==> src/rtl/timer_bank_pkg.sv <==
`timescale 1ns/1ps
package timer_bank_pkg;
  localparam int TB_N_TMR  = 8;
  localparam int TB_DATA_W = 32;
  localparam int TB_ADDR_W = 10;
  // word addresses of the register groups
  localparam int CTRL_WORD  = 'h000;
  localparam int LIM_LO_OFS = 'h100;
  localparam int LIM_HI_OFS = 'h110;
  localparam int CNT_LO_OFS = 'h120;
  localparam int CNT_HI_OFS = 'h130;
  localparam int RUN_LSB    = 8;     // run bit of timer i sits at RUN_LSB+i
endpackage

==> src/rtl/timer_unit.sv <==
`timescale 1ns/1ps
module timer_unit #(
  parameter int DATA_W = 32
) (
  input  logic                clk,
  input  logic                rst_n,
  input  logic                tick,
  input  logic                run,
  input  logic                wr_lim_lo,
  input  logic                wr_lim_hi,
  input  logic                wr_cnt_lo,
  input  logic                wr_cnt_hi,
  input  logic [DATA_W-1:0]   wdata,
  output logic [2*DATA_W-1:0] lim_o,
  output logic [2*DATA_W-1:0] cnt_o,
  output logic                evt_o
);
  localparam int CW = 2 * DATA_W;

  logic [CW-1:0] cnt_q, cnt_d;
  logic [CW-1:0] lim_q, lim_d;   // active limit
  logic [CW-1:0] pend_q, pend_d; // last written limit
  logic          evt_q, evt_d;
  logic          pend_ce, cnt_ce, lim_ce;

  assign pend_ce = wr_lim_lo | wr_lim_hi;
  assign cnt_ce  = (run & tick) | wr_cnt_lo | wr_cnt_hi;
  assign lim_ce  = ~run | (tick & (cnt_q == lim_q));

  always_comb begin
    pend_d = pend_q;
    if (wr_lim_lo) pend_d[DATA_W-1:0]  = wdata;
    if (wr_lim_hi) pend_d[CW-1:DATA_W] = wdata;

    cnt_d = cnt_q;
    lim_d = lim_q;
    evt_d = 1'b0;
    if (!run) begin
      lim_d = pend_d;
    end else if (tick) begin
      if (cnt_q == lim_q) begin
        cnt_d = '0;
        lim_d = pend_d;
        evt_d = 1'b1;
      end else begin
        cnt_d = cnt_q + 1'b1;
      end
    end
    if (wr_cnt_lo) cnt_d[DATA_W-1:0]  = wdata;
    if (wr_cnt_hi) cnt_d[CW-1:DATA_W] = wdata;
  end

  always_ff @(posedge clk or negedge rst_n) begin
    if (!rst_n) begin
      cnt_q  <= '0;
      lim_q  <= '0;
      pend_q <= '0;
      evt_q  <= 1'b0;
    end else begin
      if (cnt_ce)  cnt_q  <= cnt_d;
      if (lim_ce)  lim_q  <= lim_d;
      if (pend_ce) pend_q <= pend_d;
      evt_q <= evt_d;
    end
  end

  assign lim_o = pend_q;
  assign cnt_o = cnt_q;
  assign evt_o = evt_q;
endmodule

==> src/rtl/timer_regmap.sv <==
`timescale 1ns/1ps
module timer_regmap
  import timer_bank_pkg::*;
#(
  parameter int N_TMR  = 8,
  parameter int DATA_W = 32,
  parameter int ADDR_W = 10
) (
  input  logic                            clk,
  input  logic                            rst_n,
  input  logic                            wr_en,
  input  logic [ADDR_W-1:0]               addr,
  input  logic [DATA_W-1:0]               wdata,
  input  logic [N_TMR-1:0][2*DATA_W-1:0]  lim_i,
  input  logic [N_TMR-1:0][2*DATA_W-1:0]  cnt_i,
  output logic [N_TMR-1:0]                run_o,
  output logic [N_TMR-1:0]                wr_lim_lo,
  output logic [N_TMR-1:0]                wr_lim_hi,
  output logic [N_TMR-1:0]                wr_cnt_lo,
  output logic [N_TMR-1:0]                wr_cnt_hi,
  output logic [DATA_W-1:0]               rdata
);
  logic [N_TMR-1:0] run_q, run_d;
  logic             hit_ctrl, run_ce;
  logic [N_TMR-1:0] hit_ll, hit_lh, hit_cl, hit_ch;

  assign hit_ctrl = (addr == ADDR_W'(CTRL_WORD));

  for (genvar i = 0; i < N_TMR; i++) begin : g_dec
    assign hit_ll[i]    = (addr == ADDR_W'(LIM_LO_OFS + i));
    assign hit_lh[i]    = (addr == ADDR_W'(LIM_HI_OFS + i));
    assign hit_cl[i]    = (addr == ADDR_W'(CNT_LO_OFS + i));
    assign hit_ch[i]    = (addr == ADDR_W'(CNT_HI_OFS + i));
    assign wr_lim_lo[i] = wr_en & hit_ll[i];
    assign wr_lim_hi[i] = wr_en & hit_lh[i];
    assign wr_cnt_lo[i] = wr_en & hit_cl[i];
    assign wr_cnt_hi[i] = wr_en & hit_ch[i];
  end

  assign run_ce = wr_en & hit_ctrl;
  assign run_d  = wdata[RUN_LSB +: N_TMR];

  always_ff @(posedge clk or negedge rst_n) begin
    if (!rst_n)      run_q <= '0;
    else if (run_ce) run_q <= run_d;
  end
  assign run_o = run_q;

  always_comb begin
    rdata = '0;
    if (hit_ctrl) rdata[RUN_LSB +: N_TMR] = run_q;
    for (int i = 0; i < N_TMR; i++) begin
      if (hit_ll[i]) rdata = lim_i[i][DATA_W-1:0];
      if (hit_lh[i]) rdata = lim_i[i][2*DATA_W-1:DATA_W];
      if (hit_cl[i]) rdata = cnt_i[i][DATA_W-1:0];
      if (hit_ch[i]) rdata = cnt_i[i][2*DATA_W-1:DATA_W];
    end
  end
endmodule

==> src/rtl/timer_bank.sv <==
`timescale 1ns/1ps
module timer_bank
  import timer_bank_pkg::*;
#(
  parameter int N_TMR  = TB_N_TMR,
  parameter int DATA_W = TB_DATA_W,
  parameter int ADDR_W = TB_ADDR_W
) (
  input  logic              clk,
  input  logic              rst_n,
  input  logic              tick,
  input  logic              wr_en,
  input  logic [ADDR_W-1:0] addr,
  input  logic [DATA_W-1:0] wdata,
  output logic [DATA_W-1:0] rdata,
  output logic [N_TMR:0]    evt_src
);
  logic [N_TMR-1:0][2*DATA_W-1:0] lim_w, cnt_w;
  logic [N_TMR-1:0] run_w, wll, wlh, wcl, wch, evt_w;

  timer_regmap #(.N_TMR(N_TMR), .DATA_W(DATA_W), .ADDR_W(ADDR_W)) u_map (
    .clk(clk), .rst_n(rst_n), .wr_en(wr_en), .addr(addr), .wdata(wdata),
    .lim_i(lim_w), .cnt_i(cnt_w), .run_o(run_w),
    .wr_lim_lo(wll), .wr_lim_hi(wlh), .wr_cnt_lo(wcl), .wr_cnt_hi(wch),
    .rdata(rdata)
  );

  for (genvar i = 0; i < N_TMR; i++) begin : g_tmr
    timer_unit #(.DATA_W(DATA_W)) u_tmr (
      .clk(clk), .rst_n(rst_n), .tick(tick), .run(run_w[i]),
      .wr_lim_lo(wll[i]), .wr_lim_hi(wlh[i]),
      .wr_cnt_lo(wcl[i]), .wr_cnt_hi(wch[i]), .wdata(wdata),
      .lim_o(lim_w[i]), .cnt_o(cnt_w[i]), .evt_o(evt_w[i])
    );
  end

  // source line 0 is reserved for a watchdog outside this block
  assign evt_src = {evt_w, 1'b0};
endmodule

==> config.mk <==
export PLATFORM = sky130hd
export DESIGN_NAME = timer_bank
export DESIGN_NICKNAME = d
export VERILOG_FILES = /design/src/rtl/timer_bank_pkg.sv /design/src/rtl/timer_unit.sv /design/src/rtl/timer_regmap.sv /design/src/rtl/timer_bank.sv
export SDC_FILE = /design/constraint.sdc
export NUM_CORES = 2
export LEC_CHECK = 0
export BUFFER_PORTS_ARGS = -buffer_cell sky130_fd_sc_hd__buf_2
export CAP_MARGIN = 20
export CORE_MARGIN = 10
export CORE_UTILIZATION = 30
export CTS_CLUSTER_SIZE = 20
export DETAILED_ROUTE_END_ITERATION = 10
export SKIP_CTS_REPAIR_TIMING = 1
export SLEW_MARGIN = 10
export SYNTH_ARGS = -nofsm -noshare
export SYNTH_HDL_FRONTEND = slang
export SYNTH_SLANG_ARGS = --single-unit
==> constraint.sdc <==
create_clock -name clk -period 3.65 [get_ports clk]
set_input_delay 0.1825 -clock clk [delete_from_list [all_inputs] [get_ports clk]]
set_output_delay 0.1825 -clock clk [all_outputs]
set_load 0.01 [all_outputs]
-- Word level (Yosys, flattened, before mapping)
Index checks and enable logic that the tools add are counted.
- word-level logic and storage cells: 388
- register bits after elaboration: 1552
- output and inout port bits: 41
- input bits: 46
- muxes and demuxes: 137
- bitwise operators: 89
- $add $sub $neg: 8
- equal/unequal tests: 56
- reductions and logical operators: 57
- operators with widths (operator ; count):
    $mux W64 ; 48
    $mux W32 ; 64
    $add A64 B1 Y64 const B ; 8
    $eq A64 B64 Y1 ; 8
    $eq A10 B9 Y1 const B ; 32
    $reduce_and A3 Y1 ; 24
    $reduce_bool A2 Y1 ; 32
    $and A1 B1 Y1 ; 49
    $or A1 B1 Y1 ; 32
    $mux W1 ; 24
    $ne A2 B1 Y1 const B ; 8
    $ne A2 B2 Y1 const B ; 8
    $logic_not A10 Y1 ; 1
    $mux W8 ; 1
    $not A1 Y1 ; 8

-- Longest topological paths before layout
- word-level depth: 34
- gate-level depth with buffers: 13
- depth with buffers taken out: 8

-- Hierarchy
Synthesis repeated with hierarchy kept, for this count alone.
- cell total of the unflattened synthesis: 9487
- area total of the unflattened synthesis: 92028.3 um2
- by module, submodules not included (module ; cells an instance ; times used ; sequential area each (um2) ; area each (um2)):
    timer_unit ; 991 ; 8 ; 4829.6 ; 10286.1
    timer_regmap ; 1557 ; 1 ; 200.2 ; 9728.1
    timer_bank ; 2 ; 1 ; 0.0 ; 11.3

-- Least setup slack after synthesis
Ideal clock, no wire load.
- kind: reg2reg
- start point: reg g_tmr[0].u_tmr.cnt_q[16]
- end point: reg g_tmr[0].u_tmr.cnt_q[42]
- setup slack: 688 ps
- setup time: 82 ps
- arrival: 2880 ps
- cell stages (with the launch flop): 10
- cells stage by stage: dfrtp_1 > buf_2 > nand3_2 > or4_1 > buf_2 > or3_1 > buf_6 > or4_4 > or4_1 > a31oi_1
- word-level cells in the longest chain between the ends: 5
- RTL lines (what ; RTL line ; source):
    from (decl) ; timer_unit.sv:20 ; logic [CW-1:0] cnt_q, cnt_d;
    from (signal assigned) ; timer_unit.sv:60 ; if (cnt_ce) cnt_q <= cnt_d;
    $add A64 B1 Y64 or $eq A64 B64 Y1 (tied branches) ; timer_unit.sv:46, timer_unit.sv:41 ;
    $mux W64 (*) ; timer_unit.sv:41 ; if (cnt_q == lim_q) begin
    $mux W64 (*) ; timer_unit.sv:40 ; end else if (tick) begin
    $mux W64 (*) ; timer_unit.sv:38 ; if (!run) begin
    $mux W32 (*) ; timer_unit.sv:50 ; if (wr_cnt_hi) cnt_d[CW-1:DATA_W] = wdata;
Every way passes the cells marked *; elsewhere a longest branch is shown, timed or not. The select of a mux whose other input is x is not followed.
A chain may end at the register's enable or synchronous reset.

-- Final worst setup path
- start point: in addr[5]
- end point: out rdata[25]
- word-level cells in the longest chain between the ends: 33
- RTL lines (what ; RTL line ; source):
    from (decl) ; timer_bank.sv:13 ; input logic [ADDR_W-1:0] addr,
    $eq A10 B9 Y1 ; timer_regmap.sv:30 ; assign hit_ll[i] = (addr == ADDR_W'(LIM_LO_OFS + i));
    $mux W32 ; timer_regmap.sv:53 ; if (hit_ll[i]) rdata = lim_i[i][DATA_W-1:0];
    $mux W32 ; timer_regmap.sv:54 ; if (hit_lh[i]) rdata = lim_i[i][2*DATA_W-1:DATA_W];
    $mux W32 ; timer_regmap.sv:55 ; if (hit_cl[i]) rdata = cnt_i[i][DATA_W-1:0];
    $mux W32 ; timer_regmap.sv:56 ; if (hit_ch[i]) rdata = cnt_i[i][2*DATA_W-1:DATA_W];
    $mux W32 ; timer_regmap.sv:53 ;
    $mux W32 ; timer_regmap.sv:54 ;
    $mux W32 ; timer_regmap.sv:55 ;
    (+17 left out) ; n/a ;
    $mux W32 ; timer_regmap.sv:53 ;
    $mux W32 ; timer_regmap.sv:54 ;
    $mux W32 ; timer_regmap.sv:55 ;
    $mux W32 ; timer_regmap.sv:56 ;
    $mux W32 ; timer_regmap.sv:53 ;
    $mux W32 ; timer_regmap.sv:54 ;
    $mux W32 ; timer_regmap.sv:55 ;
    $mux W32 (*) ; timer_regmap.sv:56 ;
    to (decl) ; timer_bank.sv:15 ; output logic [DATA_W-1:0] rdata,
Every way passes the cells marked *; elsewhere a longest branch is shown, timed or not.

==> results by group <==
Logic synthesis
  – Commonest cells in the netlist: dfrtp_1, mux2_2, clkbuf_1, o21ai_0, nand2_1
  – Mean Syn Cell Area: 9.67 um2
  – Yosys top cell area share: approximately 44%
  – Cells after Synth: 9,067
  – Register area share after synthesis: 44.3%
  – Cell area after synthesis: 87,700 um2
  – Most common cell in the netlist: dfrtp_1
  – Top FF cell, synth: dfrtp_1
  – Synth area leaders: dfrtp_1, mux2_2, xor2_1
  – Synth async-reset ratio: 100%
  – Unique masters post-synth: 96
  – Post-synth EDFFs: 0
  – Number of synthesized register bits: about 1.6k
  – Total number of yosys warnings: 0
  – Post-synth top area cell: dfrtp_1
  – Syn_nets: 9,121

Timing
  – Final Hold Viols: 1
  – Slew Viols, Final: 0
  – Post-route worst setup slack: -0.128 ns
  – Fin crit share: 103%
  – WHS: -0.0338 ns
  – Worst clock skew: 0.0725 ns
  – Peak Freq: 265 MHz
  – Max transition margin: 10.6%
  – Crit path time final: 3.78 ns
  – Worst Max-Slew Pin Slew: roughly 1.3 ns
  – Setup TNS Final: -0.605 ns
  – # setup viols final: 9

Power
  – Sequential power share: 44.2%
  – Leakage power: 48.9 nW
  – Power Density: 386 nW/um2
  – Clock power frac: 48.0%
  – Switching Fraction: 26.9%
  – Sw power: 11.0 mW
  – Combinational share of power: between 7 and 8%
  – Pint: 29.9 mW
  – Peak supply drop: ~340 uV

Clocking
  – Deepest clock path buffer count: 4
  – Num CTS Buffers: 184
  – CTS tree: built
  – CTS H-tree lvls: 4
  – Clk_lat worst skew: 0.92 ns
  – Root buf cell: clkbuf_16
  – Clock Sinks: approximately 1.6k
  – Clock transition at the registers of the reported paths: 0.06 ns

Layout
  – Area of the multi-input gates: 45,900 um2
  – Fraction of layout cells with a size suffix above 1: 26.9%
  – Fill cells: 29.0k
  – Reg area: slightly below 40,000 um2
  – Area grow syn2layout: 20.5%
  – Layout Cell Area excl Fill: 106,000 um2
  – Nets: 9,512
  – Final Non-Filler Cells: between 10k and 15k

Route
  – Wire length per cell: 35.7 um
  – Iteration-0 DRC Markers: between 10k and 15k
  – DRT antenna net count: 0
  – DRC violations left: 0
  – Initial DRT Pass Iterations: 9
  – Total wire length: 483,000 um
  – Routed vias: 85.8k
  – Vias/cell: 6.34

Global routing
  – GRT overflow: 0
  – Vias in the first global route: 80.4k
  – Global Route Usage Sum: 29.1%
  – Largest net degree at the start of global routing: around 150
  – Initial antenna violation count: 52
  – Global-route wire length before repair: 660,000 um

Worst setup path
  – Reg-to-reg slack, setup: roughly 0.08 ns
  – Startpoint types: primary input
  – WS Path Type: in -> out
  – Crit path capture type: primary output
  – CP Data Arrival Time: around 3.6 ns
  – Crit-path max FO: 9
  – CP required: roughly 3.5 ns

Floorplan
  – Number of I/O pins: a little under 90
  – DIE AREA: 314,000 um2
  – Area of the core: 291,000 um2
  – DIE WIDTH: 561 um
  – Row cnt: 198
  – Starting Density: 30.1%
  – Die Y: 561 um

Placement
  – Post-Place Setup Slack: -0.768 ns
  – I/O Buffers: 85
  – DP Area: 98,500 um2
  – Post-Place Cells: 13.1k
  – DP HPWL: approximately 350,000 um
  – GPL Wtd Cong: 1.07

Run status
  – Failing checks: hold timing, setup timing
  – Status: finished, violations left

Worst hold path
  – Hold Path Class: in -> reg

Flow run
  – Max-Cap Viols: 0
## worst paths after layout
check                           depth (start not counted)                startpoint                       end
worst max-delay path                                   11                   addr[5]                 rdata[25]
worst min-delay path                                    3                  wdata[2]   g_tmr[1].u_tmr.cnt_o[2]
worst max register to register                          9  g_tmr[7].u_tmr.cnt_o[63]  g_tmr[7].u_tmr.lim_q[54]
worst min register to register                          1  g_tmr[5].u_tmr.lim_o[40]  g_tmr[5].u_tmr.lim_o[40]
max in group asynchronous                               3                     rst_n  g_tmr[4].u_tmr.cnt_o[12]
min in group asynchronous                               3                     rst_n  g_tmr[2].u_tmr.lim_o[16]
## cells in the final DEF, fill, tap and decap left out, types with 94 or more instances in the layout
cell and n:
and3_1 94, o22ai_1 114, a22oi_1 217, nand3_1 316, nand4_1 160, a31oi_1 195
nor4_1 252, mux2_2 1041, buf_4 880, nand2_1 615, buf_12 104, clkbuf_16 187
o21ai_0 628, a21oi_1 318, nor2_1 553, xor2_1 564, dfrtp_1 1536, nor3_1 243
## registers in the layout (all words and copies together), names as in the netlist
name / count
g_tmr.u_tmr.evt_o: 8
u_map.run_o: 8
g_tmr.u_tmr.cnt_o: 512
g_tmr.u_tmr.lim_o: 512
g_tmr.u_tmr.lim_q: 512
## power groups by stage
stage	Sequential (mW)	Clock (mW)	Combinational [mW]
2_1_floorplan	18.0	0	1.15
3_3_place_gp	18.3	0	2.98
3_5_place_dp	18.3	0	3.01
4_1_cts	18.0	19.6	3.02
5_1_grt	18.0	20.3	3.23
6_report	18.1	19.6	3.17
## final cells by class
| cell class | instances | share of cell area [%] |
|---|---|---|
| flip-flops and latches | 1552 | 36.8 |
| clock inverters | 62 | 0.823 |
| multi-input cells | 6549 | 43.5 |
| inverters | 80 | 0.288 |
| diodes | 33 | 0.0781 |
| repair buffers | 1091 | 8.90 |
| well taps | 3900 | 4.62 |
| clock buffers | 265 | 5.06 |
## per-stage QoR
step | util [%] | total power, mW
3_3_place_gp | 33.8 | 21.3
2_1_floorplan | - | 19.2
4_1_cts | 36.0 | 40.7
5_1_grt | 36.3 | 41.6
6_report | 36.3 | 40.8
3_5_place_dp | 33.8 | 21.3
## cells by family after synthesis
group	synth area share, %
simple gates	15.8
mux	13.9
buf+inv	4.22
other cells	0.00428
fa+ha+maj	0.114
flops	44.3
xor+xnor	6.03
compound gates	15.7
## routing by layer
metal	routed length, um	part of all wire [%]	GRT usage [%]
met5	50	0.010	0
met3	58100	12	7.40
met2	197000	41	41.2
met4	38600	8.0	18.9
met1	190000	39	39.1
## worst max-delay path, stage by stage
cell,delay [ns]
buf_4,0.19
nor2_1,0.59
buf_4,0.32
nand3_1,0.17
o21ai_0,1.02
nor4_2,0.15
buf_4,0.20
nand2_1,0.07
a21o_1,0.23
o21ai_1,0.23
buf_2,0.20
Power figures use the tool's default switching activity.
